==> src/rtl/accseq_pkg.sv <==
package accseq_pkg;
    localparam int DW = 8;
    localparam int AW = 2 * DW;
    localparam int FW = 4;

    localparam int FL_N = 3;
    localparam int FL_Z = 2;
    localparam int FL_V = 1;
    localparam int FL_C = 0;

    localparam logic [DW-1:0] OP_NEG  = 8'h40;
    localparam logic [DW-1:0] OP_CLR  = 8'h87;
    localparam logic [DW-1:0] OP_ASR  = 8'h47;
    localparam logic [DW-1:0] OP_TST  = 8'h97;
    localparam logic [DW-1:0] OP_LDI  = 8'h86;
    localparam logic [DW-1:0] OP_ADDI = 8'h8B;
    localparam logic [DW-1:0] OP_LDD  = 8'h96;
    localparam logic [DW-1:0] OP_LDE  = 8'hB6;
    localparam logic [DW-1:0] OP_STE  = 8'h7A;
    localparam logic [DW-1:0] OP_BRA  = 8'h20;
    localparam logic [DW-1:0] OP_PFX  = 8'h18;
    localparam logic [DW-1:0] OP_HALT = 8'h3F;
    localparam logic [DW-1:0] OP2_ABA = 8'h06;
    localparam logic [DW-1:0] OP2_LBQ = 8'h27;

    typedef enum logic [2:0] {
        ST_FETCH, ST_OPCODE, ST_BYTE1, ST_BYTE2,
        ST_BYTE3, ST_MEMACC, ST_LOADWAIT, ST_HALT
    } state_t;

    typedef enum logic [2:0] {
        IN_LDA_IMM, IN_ADD_IMM, IN_LDA_DIR, IN_LDA_EXT,
        IN_STA_EXT, IN_BRA, IN_PFX, IN_LBEQ
    } inst_t;

    typedef enum logic [2:0] {
        ALU_PASS, ALU_ADD, ALU_NEG, ALU_CLR, ALU_ASR, ALU_TST
    } alu_op_t;
endpackage

==> src/rtl/accseq_alu.sv <==
module accseq_alu
    import accseq_pkg::*;
(
    input  alu_op_t        op,
    input  logic [DW-1:0]  a,
    input  logic [DW-1:0]  b,
    input  logic [FW-1:0]  f_in,
    output logic [DW-1:0]  res,
    output logic [FW-1:0]  f_out
);
    logic [DW:0] sum;
    logic        v, c;

    always_comb begin
        sum = {1'b0, a} + {1'b0, b};
        res = b;
        v   = 1'b0;
        c   = f_in[FL_C];
        unique case (op)
            ALU_PASS: begin
                res = b;
            end
            ALU_ADD: begin
                res = sum[DW-1:0];
                c   = sum[DW];
                v   = (a[DW-1] == b[DW-1]) && (sum[DW-1] != a[DW-1]);
            end
            ALU_NEG: begin
                res = DW'(0) - a;
                v   = (a == {1'b1, {(DW-1){1'b0}}});
                c   = (a != '0);
            end
            ALU_CLR: begin
                res = '0;
                c   = 1'b0;
            end
            ALU_ASR: begin
                res = {a[DW-1], a[DW-1:1]};
                c   = a[0];
                v   = a[DW-1] ^ a[0];
            end
            ALU_TST: begin
                res = a;
                c   = 1'b0;
            end
            default: res = b;
        endcase
        f_out        = '0;
        f_out[FL_N]  = res[DW-1];
        f_out[FL_Z]  = (res == '0);
        f_out[FL_V]  = v;
        f_out[FL_C]  = c;
    end
endmodule

==> src/rtl/accseq_target.sv <==
module accseq_target
    import accseq_pkg::*;
(
    input  logic [AW-1:0] base,
    input  logic [DW-1:0] ofs_lo,
    input  logic [DW-1:0] ofs_hi,
    input  logic          long_sel,
    output logic [AW-1:0] target
);
    logic [AW-1:0] ofs;

    always_comb begin
        if (long_sel) ofs = {ofs_hi, ofs_lo};
        else          ofs = {{(AW-DW){ofs_lo[DW-1]}}, ofs_lo};
        target = base + ofs;
    end
endmodule

==> src/rtl/accseq.sv <==
module accseq
    import accseq_pkg::*;
#(
    parameter logic [15:0] START_PC = 16'h0800,
    parameter logic [7:0]  B_RESET  = 8'h00
) (
    input  logic        clk,
    input  logic        rst_n,
    output logic [15:0] mem_addr,
    input  logic [7:0]  mem_rdata,
    output logic [7:0]  mem_wdata,
    output logic        mem_we,
    output logic        done,
    output logic [15:0] out_pc,
    output logic [7:0]  out_a,
    output logic [3:0]  out_ccr
);
    state_t        state, state_n;
    inst_t         inst, inst_n;
    logic [AW-1:0] pc, pc_n, ea, ea_n, tgt;
    logic [DW-1:0] acc_a, acc_a_n, acc_b, hi, hi_n, alu_b, alu_res;
    logic [FW-1:0] ccr, ccr_n, alu_f;
    alu_op_t       alu_op;
    logic          alu_en;

    accseq_alu u_alu (
        .op(alu_op), .a(acc_a), .b(alu_b), .f_in(ccr),
        .res(alu_res), .f_out(alu_f)
    );

    accseq_target u_tgt (
        .base(pc), .ofs_lo(mem_rdata), .ofs_hi(hi),
        .long_sel(state == ST_BYTE3), .target(tgt)
    );

    always_ff @(posedge clk or negedge rst_n) begin
        if (!rst_n) state <= ST_FETCH;
        else        state <= state_n;
    end

    always_ff @(posedge clk or negedge rst_n) begin
        if (!rst_n) begin
            pc    <= START_PC;
            acc_a <= '0;
            acc_b <= B_RESET;
            ccr   <= '0;
            inst  <= IN_LDA_IMM;
            hi    <= '0;
            ea    <= '0;
        end else begin
            pc    <= pc_n;
            acc_a <= alu_en ? alu_res : acc_a_n;
            acc_b <= acc_b;
            ccr   <= alu_en ? alu_f : ccr_n;
            inst  <= inst_n;
            hi    <= hi_n;
            ea    <= ea_n;
        end
    end

    always_comb begin
        state_n  = state;
        pc_n     = pc;
        acc_a_n  = acc_a;
        ccr_n    = ccr;
        inst_n   = inst;
        hi_n     = hi;
        ea_n     = ea;
        mem_addr = pc;
        mem_we   = 1'b0;
        alu_op   = ALU_PASS;
        alu_b    = mem_rdata;
        alu_en   = 1'b0;
        unique case (state)
            ST_FETCH: begin
                pc_n    = pc + AW'(1);
                state_n = ST_OPCODE;
            end
            ST_OPCODE: begin
                state_n = ST_BYTE1;
                pc_n    = pc + AW'(1);
                case (mem_rdata)
                    OP_NEG:  begin alu_op = ALU_NEG; alu_en = 1'b1; end
                    OP_CLR:  begin alu_op = ALU_CLR; alu_en = 1'b1; end
                    OP_ASR:  begin alu_op = ALU_ASR; alu_en = 1'b1; end
                    OP_TST:  begin alu_op = ALU_TST; alu_en = 1'b1; end
                    OP_LDI:  inst_n = IN_LDA_IMM;
                    OP_ADDI: inst_n = IN_ADD_IMM;
                    OP_LDD:  inst_n = IN_LDA_DIR;
                    OP_LDE:  inst_n = IN_LDA_EXT;
                    OP_STE:  inst_n = IN_STA_EXT;
                    OP_BRA:  inst_n = IN_BRA;
                    OP_PFX:  inst_n = IN_PFX;
                    default: state_n = ST_HALT;
                endcase
                if (alu_en) state_n = ST_FETCH;
                if (alu_en || state_n == ST_HALT) pc_n = pc;
            end
            ST_BYTE1: begin
                state_n = ST_FETCH;
                case (inst)
                    IN_LDA_IMM: alu_en = 1'b1;
                    IN_ADD_IMM: begin alu_op = ALU_ADD; alu_en = 1'b1; end
                    IN_LDA_DIR: begin
                        ea_n    = {{(AW-DW){1'b0}}, mem_rdata};
                        state_n = ST_MEMACC;
                    end
                    IN_LDA_EXT, IN_STA_EXT: begin
                        hi_n    = mem_rdata;
                        pc_n    = pc + AW'(1);
                        state_n = ST_BYTE2;
                    end
                    IN_BRA: pc_n = tgt;
                    IN_PFX: begin
                        if (mem_rdata == OP2_ABA) begin
                            alu_op = ALU_ADD;
                            alu_b  = acc_b;
                            alu_en = 1'b1;
                        end else if (mem_rdata == OP2_LBQ) begin
                            inst_n  = IN_LBEQ;
                            pc_n    = pc + AW'(1);
                            state_n = ST_BYTE2;
                        end else begin
                            state_n = ST_HALT;
                        end
                    end
                    default: state_n = ST_HALT;
                endcase
            end
            ST_BYTE2: begin
                case (inst)
                    IN_LDA_EXT, IN_STA_EXT: begin
                        ea_n    = {hi, mem_rdata};
                        state_n = ST_MEMACC;
                    end
                    IN_LBEQ: begin
                        hi_n    = mem_rdata;
                        pc_n    = pc + AW'(1);
                        state_n = ST_BYTE3;
                    end
                    default: state_n = ST_HALT;
                endcase
            end
            ST_BYTE3: begin
                if (ccr[FL_Z]) pc_n = tgt;
                state_n = ST_FETCH;
            end
            ST_MEMACC: begin
                mem_addr = ea;
                if (inst == IN_STA_EXT) begin
                    mem_we  = 1'b1;
                    alu_b   = acc_a;
                    alu_en  = 1'b1;
                    state_n = ST_FETCH;
                end else begin
                    state_n = ST_LOADWAIT;
                end
            end
            ST_LOADWAIT: begin
                alu_en  = 1'b1;
                state_n = ST_FETCH;
            end
            ST_HALT: state_n = ST_HALT;
            default: state_n = ST_HALT;
        endcase
    end

    assign mem_wdata = acc_a;
    assign done      = (state == ST_HALT);
    assign out_pc    = pc;
    assign out_a     = acc_a;
    assign out_ccr   = ccr;
endmodule

==> config.mk <==
export PLATFORM = sky130hd
export DESIGN_NAME = accseq
export DESIGN_NICKNAME = d
export VERILOG_FILES = /design/src/rtl/accseq_pkg.sv /design/src/rtl/accseq_alu.sv /design/src/rtl/accseq_target.sv /design/src/rtl/accseq.sv
export SDC_FILE = /design/constraint.sdc
export NUM_CORES = 1
export LEC_CHECK = 0
export BUFFER_PORTS_ARGS = -buffer_cell sky130_fd_sc_hd__buf_2
export CAP_MARGIN = 20
export CORE_ASPECT_RATIO = 1.4
export CORE_MARGIN = 2
export CORE_UTILIZATION = 30
export CTS_CLUSTER_DIAMETER = 150
export DETAILED_ROUTE_END_ITERATION = 7
export PLACE_DENSITY = 0.46
export SLEW_MARGIN = 20
export SYNTH_ARGS = -nofsm -noshare
export SYNTH_HDL_FRONTEND = slang
export SYNTH_SLANG_ARGS = --single-unit
==> constraint.sdc <==
create_clock -name clk -period 4.2 [get_ports clk]
set_input_delay 0.42 -clock clk [delete_from_list [all_inputs] [get_ports clk]]
set_output_delay 0.42 -clock clk [all_outputs]
set_load 0.05 [all_outputs]
== After elaboration in Yosys (flattened, before gate mapping) ==
Cells that the tools add are included.

* Reduce and logical (&&, ||, !) cells: 22
* Bitwise operators: 1
* $add $sub $neg: 4
* Mux-type cells: 49
* Equal/unequal tests: 49

{| class="wikitable"
|+ Operator list
! kind !! count
|-
| two-way mux 16 bit || 9
|-
| one-hot mux 16 bit (5 select lines) || 1
|-
| equality test 8 bit, second input constant || 7
|-
| two-way mux 8 bit || 6
|-
| one-hot mux 16 bit (3 select lines) || 1
|-
| one-hot mux 3 bit (7 select lines) || 2
|-
| one-hot mux 8 bit (5 select lines) || 1
|-
| equality test 3 bit, second input constant || 11
|-
| one-hot mux 16 bit (2 select lines) || 1
|-
| one-hot mux 8 bit (2 select lines) || 2
|-
| two-way mux 3 bit || 9
|-
| equality test 8 x 7 -> 1 bit, second input constant || 3
|-
| one-hot mux 3 bit (4 select lines) || 2
|-
| equality test 3 x 2 -> 1 bit, second input constant || 6
|-
| adder 16 x 1 -> 16 bit, second input constant || 1
|-
| adder 16 bit || 1
|-
| equality test 8 x 6 -> 1 bit, second input constant || 2
|-
| inequality test 2 bit, second input constant || 8
|-
| one-hot mux 3 bit (2 select lines) || 2
|-
| OR reduction 11 bit || 1
|-
| adder 8 x 8 -> 9 bit || 1
|-
| equality test 3 x 1 -> 1 bit, second input constant || 3
|-
| equality test 8 x 3 -> 1 bit, second input constant || 1
|-
| equality test 8 x 5 -> 1 bit, second input constant || 1
|-
| other kinds (29) || 43
|}

* Output and inout bits: 54
* Register bits after elaboration: 58
* Logic and storage cells: 133
* Input port bits: 10

== Logic depth before layout (Yosys ltp) ==
Gate-level depths: netlist (run 1).

* Depth after elaboration: 10
* Gate-level depth with buffers: 18
* Mapped depth without buffers: 17

== Modules after synthesis ==
Synthesis (run 1) repeated with hierarchy kept, for this count alone.

* Cell total of the unflattened synthesis: 643
* Area total of the unflattened synthesis: 5676.7 µm²

{| class="wikitable"
|+ By module, submodules not included
! module !! cells each !! area each (µm²) !! instances !! sequential area each (µm²)
|-
| accseq || 374 || 3818.7 || 1 || 1452.6
|-
| accseq_alu || 155 || 1064.8 || 1 || 0.0
|-
| accseq_target || 114 || 793.3 || 1 || 0.0
|}

== Least setup slack after synthesis (run 1) ==
No wires, ideal clock.

* Kind: register to register
* Start point: register state[1]
* End point: register ccr[1], in the netlist out_ccr[1]
* Setup time: 0.126 ns
* Setup slack: 0.550 ns
* Required time: 4.074 ns
* Cell stages (with the launch flop): 17
* Buffers on the path: 1
* Clock period less this slack: 3.650 ns
* Arrival time: 3.524 ns
* Cells stage by stage: dfrtp_1 > nand3b_1 > nand2b_1 > clkbuf_1 > inv_1 > nand2_1 > nand2_1 > ha_1 > and3_1 > a221o_1 > o21ai_0 > nand2b_1 > a21oi_1 > nor3_1 > a31oi_1 > nor2_1 > a221o_1

* Cells in the longest elaborated chain, start to end: 7
* Elaborated cells between the ends (all ways): 16
* Classes of those cells: 1 x add/sub; 9 x eq/ne; 5 x mux; 1 x reduce/logical

{| class="wikitable"
|+ RTL lines
! element !! line !! source
|-
| start: declaration || accseq.sv:18 || <nowiki>state_t state, state_n;</nowiki>
|-
| start signal: assignment || accseq.sv:38 || <nowiki>else state <= state_n;</nowiki>
|-
| equality test 3 bit / equality test 3 x 2 -> 1 bit (equally long branches) || accseq.sv:74 || <nowiki>unique case (state)</nowiki>
|-
| one-hot mux 8 bit (2 select lines) || accseq.sv:74 ||
|-
| adder 8 x 8 -> 9 bit || accseq_alu.sv:15 || <nowiki>sum = {1'b0, a} + {1'b0, b};</nowiki>
|-
| inequality test 1 bit || accseq_alu.sv:26 || <nowiki>v = (a[DW-1] == b[DW-1]) && (sum[DW-1] != a[DW-1]);</nowiki>
|-
| logical AND 1 bit || accseq_alu.sv:26 ||
|-
| one-hot mux 1 bit (3 select lines) || accseq_alu.sv:19 || <nowiki>unique case (op)</nowiki>
|-
| two-way mux 4 bit || accseq.sv:54 || <nowiki>ccr <= alu_en ? alu_f : ccr_n;</nowiki>
|-
| end signal: assignment || accseq.sv:54 ||
|-
| end: declaration || accseq.sv:22 || <nowiki>logic [FW-1:0] ccr, ccr_n, alu_f;</nowiki>
|}

Parallel ways exist; a longest one is shown, timed or not. The select of a mux whose other input is x is not followed.
A chain may end at the register's enable or synchronous reset.

== Worst setup path in the final report (run 1) ==
* Start point: register state[0]
* End point: register ccr[1], in the netlist out_ccr[1]

Same word-level chain as after synthesis.

==> out/results.txt, run 1 <==
Area share of the largest cell type after synthesis: 0.278. The row count was 56; the count of placed standard cells in the final layout, fillers left out was 870. The final route contains 4845 vias. The most used flip-flop cell after synthesis is dfrtp_1. After synthesis, the most frequently instantiated cells are nand2_1 (68), dfrtp_1 (56), a21oi_1 (49). Summing every instance area after synthesis gives 5040 um2. The number of buffers on the longest clock path is 2. In this run the worst setup path begins at state[0].

The port buffer count is 63, and the total power of the final layout is 5.39 mW. The critical path ends at out_ccr[1]. The endpoint identified for the worst register-to-register timing path is out_ccr[1]. The number of failing setup endpoints in the final timing report came out at 0. The tools report the sequential cell fraction of total power as 0.215.

In this run the count of I/O pins placed on the die edge is 64. The maximum vdd drop was 0.000500 V. The pre-antenna-repair detailed-routing pass consisted of 4 iterations. The flip-flop and latch count after synthesis was 57; the number of gates given a new drive strength after cts was 0. On the critical path the largest part of the delay comes from compound AO/OA/AOI/OAI gates. The number of cells on the worst reg-to-reg path is 13. The combined global-route utilization of all metal layers was 0.188.

Of all nets on the critical path, the largest fanout is 12. From left edge to right edge, the die measures 114 um. The slowest cell on the critical path is nor3b_1. The run gives 350 ps as the clock latency of the later-clocked register in the worst-skew pair.

From synthesis to final layout, the design area changed by 16.6%. The final standard cell utilization of the core was 0.354. The die outline height is 157 um, and the logic gate share of total power is 0.632.

STA classifies the critical path startpoint as a flip-flop. The flow ran to the end, and the final reports show no timing, DRC or antenna violations. Entering global routing, the biggest net connects 37 pins. When the netlist entered floorplanning its net count stood at 647. The cell with the most instances after synthesis was nand2_1. The initial antenna violation count is 0, and the proportion of layout cells with a drive suffix above 1 is 0.240. Before CTS, the worst setup slack after placement is 488 ps. The switching power share of the total was 0.540; the count of antenna-violating nets left after detailed routing was 0. Together, buffers and inverters on the worst path number 0. TritonCTS built the clock tree. After clock tree synthesis, the clock-pin slew on the worst setup and hold paths is 50 ps. The count of flip-flops with a built-in enable after synthesis came out at 0. For this block, the initial DRC count from the detailed router was 255. Dividing the detail-routed wire length by the instance count gives 18.8 um. Cell repeated most along the worst path: a221o_1.

The number of clock buffers added by TritonCTS is 9. The worst path arrival time was 3930 ps. In this run the cell area measured after placement is 5550 um2. Detailed placement finished with a half-perimeter wire length of 12200 um. Wires add up to 16300 um. The tools report the number of hold-slack violations in the final timing report as 0. For this run, the slowest stage of the critical path takes 530 ps.

Dividing the detail-routed via count by the number of cells gives 5.57. For the number of cells in the design after placement, the log shows 854. Number of nets in the layout: 699.

CTS sink count: 57. In this run the standard cell core region covers 16600 um2. The tools report the max-slew violation count as 0. Traced cell by cell, the critical path runs through nor3b_1, and4_1, o22ai_1, ha_1, a21o_1, a221o_1, o21ai_0, nand2b_1, a21oi_1, nor3_1, a31oi_1, nor2_1, a221o_1.

The transition time at the pin with the least slew margin came out at 923 ps. Setup repair after global routing left no endpoint under its margin. The level count of the clock H-tree was 3; the number of maximum-capacitance constraint violations was 0.

The type of destination of the critical path was a flip-flop. The setup path with the least slack is of type reg -> reg. Synthesis handed over a netlist of 610 instances. For this design the ratio of total power to cell area is 918 nW/um2.

The run gives 4.83 ps as the clock tree skew after final layout. Maximum clock frequency: 270 MHz. The launch instance of the worst register-to-register path is state[0]. The tools report the required time of the critical path as 4430 ps.

The logs give 0.303 for the initial cell density of the core and 1744 for the number of filler cells placed in the layout. The post-route minimum period works out to 3700 ps. After synthesis, the cell types taking the most area are dfrtp_1 (28%), mux2_2 (7.6%), ha_1 (6.2%).

The placer's final routability congestion estimate was 0.906. The run gives 0 as the total overflow reported by the global router. The tightest min-delay check is of the in -> async type. The run gives 0.283 as the sequential share of the synthesized area.

The overall die area came out at 17900 um2. The analysis attributes to cell leakage a power of 2.58 nW. Across all hold checks on the routed design, the worst slack comes to 51.3 ps.

Once routing completed, OpenROAD measured the worst setup slack at 502 ps. The final cycle utilization of the critical path was 0.880; the DRC violations left was 0. The number of warning messages in the yosys log is 0.

The largest total area in the synthesized netlist belongs to dfrtp_1. For the final routed database, the setup TNS stands at 0 ps. The hold-fix buffer count after cts is 0, and the net switching power is 2.91 mW. Global-route wire length before repair: 26000 um.

The tools report the buffer type at the clock tree root as clkbuf_16. For the number of global-route vias before repair, the log shows 4792. The register-to-register setup slack was 500 ps. Once the clock tree was built, the setup fixing pass inserted 0 buffers. The number of antenna diodes in the final layout is 0. The part of the total power dissipated in the clock network is 0.153. The logs give 78 for the number of different library cells in the post-synthesis netlist and 2.48 mW for the internal portion of total power. The critical path depth in cells is 13, and the mean cell area of the mapped netlist is 8.26 um2. The relative slew slack was 0.384; the proportion of register bits with asynchronous set or reset after synthesis was 1.00. With fillers left out, the area of the finished cells amounts to 5870 um2.
[per-layer routing]
layer,routed length [um],GRT usage,vias to the layer above
li1,-,-,2367
met5,0,0,-
met1,6690,0.213,2321
met2,8420,0.340,127
met3,601,0.0300,30
met4,610,0.0964,0
[cell usage in the layout (no fill, tap or decap), drive strengths merged, types with 5 or more instances in the layout]
cell | Yosys | layout
a211oi | 8 | 8
a21o | 6 | 6
a21oi | 50 | 50
a22o | 9 | 9
a22oi | 5 | 5
a31o | 9 | 9
a31oi | 7 | 7
and2 | 7 | 7
and3 | 9 | 9
buf | 18 | 85
clkbuf | 26 | 11
dfrtp | 56 | 56
ha | 25 | 25
inv | 17 | 17
mux2 | 34 | 34
nand2 | 69 | 69
nand2b | 9 | 9
nand3 | 19 | 19
nand3b | 5 | 5
nand4 | 7 | 7
nor2 | 48 | 48
nor3 | 8 | 8
o21ai | 51 | 51
o22ai | 15 | 15
xnor2 | 11 | 11
xor2 | 7 | 7
[state kept, by name, indices dropped and copies added (netlist names)]
register and cells:
state 3, inst 3, hi 8, mem_wdata 8, out_ccr 3, ea 16, out_pc 16
[power by group through the flow]
stage / Sequential [mW] / Clock [mW] / Combinational, mW
2_1_floorplan: 1.44 / 0 / 2.37
3_3_place_gp: 1.16 / 0 / 3.39
3_5_place_dp: 1.17 / 0 / 3.40
4_1_cts: 1.16 / 0.845 / 3.42
5_1_grt: 1.21 / 0.859 / 3.70
6_report: 1.16 / 0.826 / 3.41
[how the worst min path moves through the flow]
stage / start / to / cells after the start
floorplan: rst_n / ea[0] / 0
finish: rst_n / mem_wdata[4] / 1
detailed placement: rst_n / mem_wdata[4] / 1
global placement: rst_n / mem_wdata[4] / 1
CTS: rst_n / mem_wdata[4] / 1
global route: rst_n / mem_wdata[4] / 1
[cell families after synthesis]
logic type,Yosys count,synth area share
simple gates,216,0.227
compound gates,196,0.254
buf+inv,61,0.0566
flops,57,0.283
mux,35,0.0780
fa+ha+maj,27,0.0701
xor+xnor,18,0.0313
[cell type report]
| cell class | count | area, um2 | area share |
|---|---|---|---|
| clock buffer | 11 | 243 | 0.0413 |
| clock inverter | 5 | 78.8 | 0.0134 |
| inverter | 17 | 63.8 | 0.0109 |
| multi-input combinational | 492 | 3320 | 0.566 |
| sequential | 57 | 1430 | 0.243 |
| tap | 203 | 254 | 0.0433 |
| timing repair buffer | 85 | 480 | 0.0818 |
Note: power is estimated with default switching activity, not from simulation.
==> run 2, diff against run 1 <==
- HOLD_SLACK_MARGIN: not set -> 0.1
- clock period: 4.2 -> 3.8 ns (I/O delays scaled with it)
==> run 2 against run 1 <==
Routed wire length increased by 1.5%. Clock power rose by 17%. Register-to-register slack lost 240 ps. Combinational power grew 12%. Sequential share of layout area shrank 0.36 points. Sequential power grew 9%. Critical endpoint unchanged. Highest routed layer unchanged.
==> out/results.txt, run 2 (synthesis gave the netlist of run 1 again) <==
The met2 demand-to-capacity share in global routing is 0.352 (+0.0120). Traced cell by cell, the critical path runs through buf_4, or3b_2, o21ai_0, o22ai_1, ha_1, a21o_1, a221o_1, o21ai_0, nand2b_1, a21oi_2, nor3_1, a31oi_1, nor2_1, a221o_1. The top cell types in the final layout, fill and taps aside, are nand2_1 (68), buf_2 (63), dfrtp_1 (56), nor2_1 (48), a21oi_1 (48). The post-route minimum period came out at 3540 ps (-162 ps). The proportion of layout cells with a drive suffix above 1 was 0.252 (+0.0123); the power density over the cells was 1020 nW/um2 (+11%). The CTS sink count is 57 (unchanged), and the die outline width is 114 um (unchanged). I/O pin count: 64 (unchanged). Setup repair after global routing left no endpoint under its margin. The tools report the number of global-route vias before repair as 4878 (+1.8%). Slowest cell on the critical path: or3b_2.

The run gives 12300 um (+1.0%) as the final HPWL from detailed placement. The clock transition at the registers of the reported paths was 60 ps (about the same). The number of hold-slack violations in the final timing report is 0 (unchanged), and the hold-fix buffer count after cts is 0 (unchanged). The logs give 17900 um2 (unchanged) for the overall die area and 264 ps (-238 ps) for the final worst-path setup slack. The level count of the clock H-tree is 3 (unchanged), and the port buffer count is 63 (unchanged). Core footprint: 16600 um2 (unchanged). The logs give 0.303 (unchanged) for the initial cell density of the core and 0.000468 V (-6.5%) for the maximum vdd drop. The most used routing layer was met2. The final cycle utilization of the critical path was 0.930 (+0.0501). Buffer type at the clock tree root: clkbuf_16. STA classifies the critical path endpoint as a flip-flop. The total routed wirelength came out at 16600 um (+1.5%). For the required time of the critical path, the log shows 4020 ps (-410 ps).

Count of antenna-violating nets left after detailed routing: 0 (unchanged). The library cell used most frequently in the layout, excluding fill and tap cells, is nand2_1. The relative slew slack came out at 0.380 (-0.00455). The run gives 2 (unchanged) as the number of buffers on the longest clock path.

The met1 capacity usage during global routing was 0.217 (+0.00371); the maximum clock frequency was 283 MHz (+4.6%). The initial antenna violation count was 0 (unchanged). The max-slew violation count is 0 (unchanged), and the synthesis-to-finish area growth is 18.3%. For the count of TritonRoute iterations in the first routing pass, the log shows 5 (+1). The die outline height is 157 um (unchanged), and the number of antenna diodes is 0 (unchanged). The DRC violations left was 0 (unchanged).

Broken down by cell family, the worst path's largest delay share belongs to compound AO/OA/AOI/OAI gates. The leakage power figure came out at 2.62 nW (+1.7%). TritonCTS built the clock tree. The type of the worst min-delay path is in -> async. Transition time at the pin with the least slew margin: 931 ps (+7.76 ps).

Class of the most critical setup path: reg -> reg. The row count is 56 (unchanged), and the met3 capacity usage during global routing is 0.0293 (-0.000770). STA classifies the critical path startpoint as a flip-flop. The worst slack at placement is 171 ps (-317 ps). The total overflow reported by the global router was 0 (unchanged); the number of nets in the layout was 706 (+1.0%). The run gives 0 (unchanged) as the number of failing setup endpoints in the final timing report. Critical path buffer and inverter count: 1 (+1). The run gives 0 (unchanged) as the number of setup buffers added after CTS.

The largest fanout of any net on the critical path was 8 (-4); the placer's final routability congestion estimate was 0.888 (-1.9%). The run gives 280 (+9.8%) as the first-iteration detailed-routing DRC count. The run gives 3750 ps (-180 ps) as the worst path arrival time. The combined global-route utilization of all metal layers was 0.190 (+0.00142).

The biggest cell delay along the critical path came out at 520 ps (about the same). For the sum of negative setup slack, the log shows 0 ps (unchanged). The vias per cell came out at 5.59 (+0.41%). The pin count of the biggest net entering global routing is 35 (-5.4%).

The logs give 9 (unchanged) for the number of buffers added by the clock tree synthesis step and 26400 um (+1.4%) for the global-route wire length before repair. The clock tree skew after final layout is 9.49 ps (+4.66 ps). For the number of maximum-capacitance constraint violations, the log shows 0 (unchanged). Clock latency of the later-clocked register in the worst-skew pair: 340 ps (about the same). The final routed wire length divided by cell count is 18.9 um (+0.70%).

For the count of vias placed by the detailed router, the log shows 4904 (+1.2%). The flow ran to the end, and the final reports show no timing, DRC or antenna violations.
-- run 2: metrics by stage --
step                      hold slack [ps]  utilization  instance area [um2]  total power, mW  instances
final                                 183        0.359                 5960             6.05        877
after global routing                  252        0.359                 5960             6.48        877
after CTS                             205        0.358                 5950             6.07        877
after detailed placement              477        0.337                 5600             5.07        861
after global placement                472        0.337                 5600             5.04        861
after floorplan                      84.4            -                 5040             4.22        610
-- run 2: cell type report --
class                   count  area (um2)
clock inverters             5         103
flip-flops and latches     57        1430
repair buffers             92         533
inverters                  17        63.8
fillers                  1717       10600
multi-input cells         492        3330
clock buffers              11         243
well taps                 203         254
-- run 2: final timing paths --
kind / startpoint / end / slack [ps] / cells after the start
setup / recovery: inst[1] / out_ccr[1] / 260 / 14
hold / removal: rst_n / mem_wdata[2] / 180 / 1
setup reg to reg: inst[1] / out_ccr[1] / 260 / 14
hold reg to reg: out_pc[15] / out_pc[15] / 470 / 1
max in group asynchronous: rst_n / out_pc[11] / 2690 / 2
min in group clk: out_pc[15] / out_pc[15] / 470 / 1
-- run 2: metal layers --
metal | up-vias | wire length, um
li1 | 2377 | -
met1 | 2365 | 6720
met2 | 134 | 8840
met3 | 28 | 566
met4 | 0 | 448
met5 | - | 0
-- run 2: repair_timing --
| action | CTS | global route |
|---|---|---|
| gates resized for setup | 0 | 3 |
| hold endpoints to repair | 0 | 0 |
| setup endpoints to repair | 0 | 3 |
-- run 2: power by group --
part           internal (mW)  total [mW]  switching, mW
registers              0.877        1.26          0.379
clock network          0.657       0.969          0.311
logic                   1.30        3.82           2.53
